$ cat src/rtl/cmp_route_pkg.sv
package cmp_route_pkg;
  localparam int unsigned N_CMP = 2;
  localparam int unsigned MODE_W = 3;
  typedef logic [MODE_W-1:0] mode_t;
  localparam mode_t MODE_ROUTE = 3'b110;
endpackage

$ cat src/rtl/cmp_sync.sv
module cmp_sync #(
  parameter int unsigned WIDTH  = 2,
  parameter int unsigned STAGES = 2
) (
  input  logic             clk,
  input  logic             rst_n,
  input  logic [WIDTH-1:0] d_async,
  output logic [WIDTH-1:0] q_sync
);
  logic [WIDTH-1:0] stage_q [STAGES];

  always_ff @(posedge clk or negedge rst_n) begin
    if (!rst_n) stage_q[0] <= '0;
    else        stage_q[0] <= d_async;
  end

  for (genvar s = 1; s < STAGES; s++) begin : g_stage
    always_ff @(posedge clk or negedge rst_n) begin
      if (!rst_n) stage_q[s] <= '0;
      else        stage_q[s] <= stage_q[s-1];
    end
  end

  assign q_sync = stage_q[STAGES-1];
endmodule

$ cat src/rtl/cmp_change_det.sv
module cmp_change_det #(
  parameter int unsigned WIDTH = 2
) (
  input  logic             clk,
  input  logic             rst_n,
  input  logic [WIDTH-1:0] cur,
  input  logic             capture,
  input  logic             clr,
  output logic [WIDTH-1:0] held,
  output logic             differ,
  output logic             flag
);
  logic [WIDTH-1:0] held_q;
  logic             flag_q;

  always_ff @(posedge clk or negedge rst_n) begin
    if (!rst_n)       held_q <= '0;
    else if (capture) held_q <= cur;
  end

  assign differ = |(cur ^ held_q);

  // a live difference always wins over a clear request
  always_ff @(posedge clk or negedge rst_n) begin
    if (!rst_n)      flag_q <= 1'b0;
    else if (differ) flag_q <= 1'b1;
    else if (clr)    flag_q <= 1'b0;
  end

  assign held = held_q;
  assign flag = flag_q;
endmodule

$ cat src/rtl/cmp_pin_mux.sv
module cmp_pin_mux
  import cmp_route_pkg::*;
#(
  parameter int unsigned NPIN = 2
) (
  input  mode_t           mode,
  input  logic [NPIN-1:0] raw,
  input  logic [NPIN-1:0] dout,
  input  logic [NPIN-1:0] tris,
  input  logic [NPIN-1:0] pad_in,
  input  logic [NPIN-1:0] analog,
  output logic [NPIN-1:0] out,
  output logic [NPIN-1:0] oe,
  output logic [NPIN-1:0] rd
);
  logic route_sel;
  assign route_sel = (mode == MODE_ROUTE);

  for (genvar i = 0; i < NPIN; i++) begin : g_pin
    assign out[i] = route_sel ? raw[i] : dout[i];
    assign oe[i]  = ~tris[i];
    assign rd[i]  = pad_in[i] & ~analog[i];
  end
endmodule

$ cat src/rtl/cmp_route_flag.sv
module cmp_route_flag
  import cmp_route_pkg::*;
(
  input  logic             clk,
  input  logic             rst_n,
  input  logic [N_CMP-1:0] cmp_raw,
  input  logic [2:0]       mode,
  input  logic             rd_stat,
  input  logic             flag_clr,
  input  logic [N_CMP-1:0] port_dout,
  input  logic [N_CMP-1:0] port_tris,
  input  logic [N_CMP-1:0] pin_in,
  input  logic [N_CMP-1:0] pin_analog,
  output logic [N_CMP-1:0] stat_cmp,
  output logic             flag,
  output logic [N_CMP-1:0] pin_out,
  output logic [N_CMP-1:0] pin_oe,
  output logic [N_CMP-1:0] port_rd
);
  logic [N_CMP-1:0] sync_cmp;
  logic [N_CMP-1:0] held_cmp;
  logic             cmp_differ;

  cmp_sync #(.WIDTH(N_CMP), .STAGES(2)) u_sync (
    .clk(clk), .rst_n(rst_n), .d_async(cmp_raw), .q_sync(sync_cmp)
  );

  cmp_change_det #(.WIDTH(N_CMP)) u_det (
    .clk(clk), .rst_n(rst_n), .cur(sync_cmp), .capture(rd_stat),
    .clr(flag_clr), .held(held_cmp), .differ(cmp_differ), .flag(flag)
  );

  cmp_pin_mux #(.NPIN(N_CMP)) u_mux (
    .mode(mode), .raw(cmp_raw), .dout(port_dout), .tris(port_tris),
    .pad_in(pin_in), .analog(pin_analog),
    .out(pin_out), .oe(pin_oe), .rd(port_rd)
  );

  assign stat_cmp = sync_cmp;
endmodule

$ cat config.mk
export PLATFORM = sky130hd
export DESIGN_NAME = cmp_route_flag
export DESIGN_NICKNAME = d
export VERILOG_FILES = /design/src/rtl/cmp_route_pkg.sv /design/src/rtl/cmp_sync.sv /design/src/rtl/cmp_change_det.sv /design/src/rtl/cmp_pin_mux.sv /design/src/rtl/cmp_route_flag.sv
export SDC_FILE = /design/constraint.sdc
export NUM_CORES = 1
export LEC_CHECK = 0
export ABC_CLOCK_PERIOD_IN_PS = 2800
export BUFFER_PORTS_ARGS = -buffer_cell sky130_fd_sc_hd__buf_2
export CAP_MARGIN = 15
export CORE_AREA = 2 2 39 41
export DETAILED_ROUTE_END_ITERATION = 7
export DIE_AREA = 0 0 41 43
export PLACE_DENSITY = 0.59
export SETUP_SLACK_MARGIN = 0.2
export SKIP_CTS_REPAIR_TIMING = 1
export SYNTH_ARGS = -nofsm -noshare
export SYNTH_HDL_FRONTEND = slang
export SYNTH_HIERARCHICAL = 1
export SYNTH_SLANG_ARGS = --single-unit
$ cat constraint.sdc
create_clock -name clk -period 2.8 [get_ports clk]
set_clock_uncertainty 0.05 [all_clocks]
set_input_delay 0.28 -clock clk [delete_from_list [all_inputs] [get_ports clk]]
set_output_delay 0.28 -clock clk [all_outputs]
set_load 0.02 [all_outputs]
Yosys cells after proc, flatten, opt, wreduce, memory -nomap -nowiden:

Index checks and enable logic that the tools add are counted.

* bitwise gates (word level): 7
* equal/unequal tests: 1
* reduce and logical (&&, ||, !) cells: 2
* multiplexer cells: 4

Operators by type and width (number)
* 1-bit 2-to-1 mux: 4
* 1-bit NOT: 4
* 3-bit equality test (second input constant): 1
* 1-bit bitwise AND: 2
* 2-bit nonzero test: 1
* 2-bit OR reduction: 1
* 2-bit bitwise XOR: 1

* input bits: 17
* flip-flop bits (word level): 7
* output and inout port bits: 9
* word-level logic and storage cells: 18

Logic depth before layout (Yosys ltp):

* depth in word-level cells: 3
* gate-level depth with buffers: 3
* gate-level depth less buffers: 2

Hierarchy:

Netlist, hierarchy kept.

By module, submodules not included
* cmp_change_det: seq. area each 75.1 um^2, instances 1, cells an instance 10, area each 130.1 um^2
* cmp_sync: seq. area each 100.1 um^2, instances 1, cells an instance 6, area each 115.1 um^2
* cmp_pin_mux: seq. area each 0.0 um^2, instances 1, cells an instance 7, area each 70.1 um^2

Least setup slack after synthesis:

Ideal clock, no wire load.

* kind: in2out
* from: in mode[0]
* to: out pin_out[0]
* buffers on the path: 0
* stages on the path: 2
* required time: 2.470 ns
* data arrival time: 0.761 ns
* path slack: 1.709 ns
* cell sequence: nand3b_4 mux2_4

* word-level cells in the longest chain between the ends: 2

RTL lines
* start: declaration: RTL line cmp_route_flag.sv:7 `input logic [2:0] mode,`
* 3-bit equality test: RTL line cmp_pin_mux.sv:17 `assign route_sel = (mode == MODE_ROUTE);`
* 1-bit 2-to-1 mux: RTL line cmp_pin_mux.sv:20 `assign out[i] = route_sel ? raw[i] : dout[i];`
* end: declaration: RTL line cmp_route_flag.sv:16 `output logic [N_CMP-1:0] pin_out,`

No other way between the ends.

Worst setup path in the final report:

Same ends and word-level chain as after synthesis.

==> impl_metrics.py <==
metrics = {
    "status": {
        "outcome": "finished clean",
    },
    "worst_setup_path": {
        "path_class": "in2out",
        "cp_num_buf_inv": 2,
        "worstRegToRegCells": 1,
        "cp-startpoint": "mode[0]",
        "startpoint_type": "input pin",
        "path_depth": 4,
        "cp.arrival_ns": 0.99,
        "r2r_setup_slack_ns": 1.97,
        "worstPathMaxFanout": 2,
        "worstPathCellList": "buf_2, nand3b_4, mux2_4, buf_2",
        "critPathMaxStageDelay_ns": 0.30,
        "reg2reg_from": "u_sync/q_sync[1]",
        "required_ns": 2.47,
        "crit_top_cell": "buf_2",
        "crit_family": "multiplexers",
        "critPathCaptureType": "primary output",
        "slowest_stage": "mux2_4",
    },
    "sta": {
        "setup-violations-final": 0,
        "max_clock_freq_mhz": 760,
        "worstMarginPinSlew_ns": 0.159,
        "maxSlewViolCount": 0,
        "slew_headroom_pct": 89.4,
        "min_period_ns": 1.32,
        "post-route-period-util_pct": 47.0,
        "tns_ns": 0,
        "hold_viol_final": 0,
        "whs_ns": 0.106,
        "rsz0062_at_grt": "no",
    },
    "global_route": {
        "grt_pass1_vias": 209,
        "grt_pass1_wl_um": 745,
        "grt-ovfl-total": 0,
        "grt_max_degree": 8,
        "grt_usage_pct": 6.88,
        "antenna_found_initial": 0,
    },
    "power_and_ir_drop": {
        "p_int_uw": 189,
        "switching_power_uw": 62.5,
        "design_power_total_uw": 251,
        "power_density_mw_per_mm2": 525,
        "p_seq_share_pct": 44.9,
        "p_leak_nw": 0.263,
        "switching_share_pct": 24.9,
        "clock_power_share_pct": 35.8,
        "comb_power_share_pct": 19.3,
        "irDropWorstVdd_uv": 202,
    },
    "placed_design": {
        "place_congestion": 0.606,
        "numPortBuffers": 25,
    },
    "floorplanning": {
        "die-area_mm2": 0.00176,
        "initial_core_util_pct": 22.5,
        "die_h_um": 43,
        "die_w_um": 41,
        "top_level_ports": 26,
        "floorplan.rows": 14,
        "core_mm2": 0.00138,
    },
    "hold_path": {
        "hold_start": "cmp_raw[1]",
        "whs_path_depth": 1,
        "hold_path.class": "in2reg",
    },
    "clock_tree": {
        "path_clk_slew_ns": 0.05,
        "cts_tree": "built",
        "cts_root_buf": "clkbuf_4",
        "htreeDepth": 1,
        "numCtsBuffers": 3,
        "cts.sinks": 7,
        "clk_latency_ns": 0.25,
        "cts-root-to-sink-buffers": 2,
    },
    "synth": {
        "yosysWarnings": 6,
        "synth_nets": 39,
        "synth.avg_cell_area_um2": 14.2,
        "synth_cells": 22,
        "synthesis.area_um2": 312,
    },
    "run": {
        "max-cap-violations": 0,
    },
    "routing": {
        "drt_iter0_markers": 0,
        "num_vias": 259,
        "viasPerCell": 3.92,
        "ant_nets": 0,
        "drt_pass1_iterations": 1,
        "drc_errors": 0,
        "wl_um": 530,
        "wl_per_cell_um": 8.03,
    },
    "final_layout": {
        "nNetsFinal": 68,
        "fin_util_pct": 34.5,
        "diodes": 0,
        "drive_gt1_share_pct": 66.0,
        "syn2layout_area_growth_pct": 53.4,
    },
}
## through the flow
step | area [µm²] | worst slack (ns) | instances
finish | 478 | 1.48 | 66
CTS | 468 | 1.48 | 65
global route | 478 | 1.46 | 66
global placement | 442 | 1.49 | 61
floorplan | 312 | 1.71 | 22
detailed placement | 442 | 1.48 | 61
## area by class of cell
class	count	area [µm²]
Inverter	2	7.51
Timing Repair Buffer	26	135
Clock buffer	4	26.3
Fill cell	140	906
Multi-Input combinational cell	11	114
Sequential cell	7	175
Tap cell	16	20.0
## final timing paths
kind,endpoint
setup reg to reg,u_det/held[1]
min in group asynchronous,u_det/held[0]
hold / removal,u_sync/stage_q[3]
hold reg to reg,u_sync/q_sync[0]
setup / recovery,pin_out[0]
max in group asynchronous,u_sync/stage_q[3]
## flip-flops by register name, indices dropped and copies added, names as in the netlist
name,flops
u_det/held,2
u_sync/q_sync,2
u_sync/stage_q,2
u_det/flag,1
## power groups by stage
stage                     Sequential [mW]  Clock [mW]  Combinational (mW)
after floorplan                     0.115           0              0.0267
after global placement              0.114           0              0.0477
after detailed placement            0.115           0              0.0483
after CTS                           0.113      0.0961              0.0484
after global routing                0.113       0.103              0.0522
final                               0.113      0.0899              0.0485
## routing by layer
layer  share of wire (%)  vias to the layer above  GRT usage (%)
li1                    -                      126              -
met1                  40                      107           6.93
met2                  41                       26           9.06
met3                  19                        0           7.85
met4                   0                        0           2.00
met5                   0                        -              0
## cells in the final DEF, fill, tap and decap left out
cell type / n
buf_2: 25
clkbuf_1: 1
clkbuf_4: 3
dfrtp_1: 7
dlygate4sd3_1: 1
inv_1: 2
mux2_2: 2
mux2_4: 2
nand2b_1: 1
nand3_1: 1
nand3b_4: 1
nor2b_1: 2
xnor2_1: 2
(Power assumes the default switching activity.)
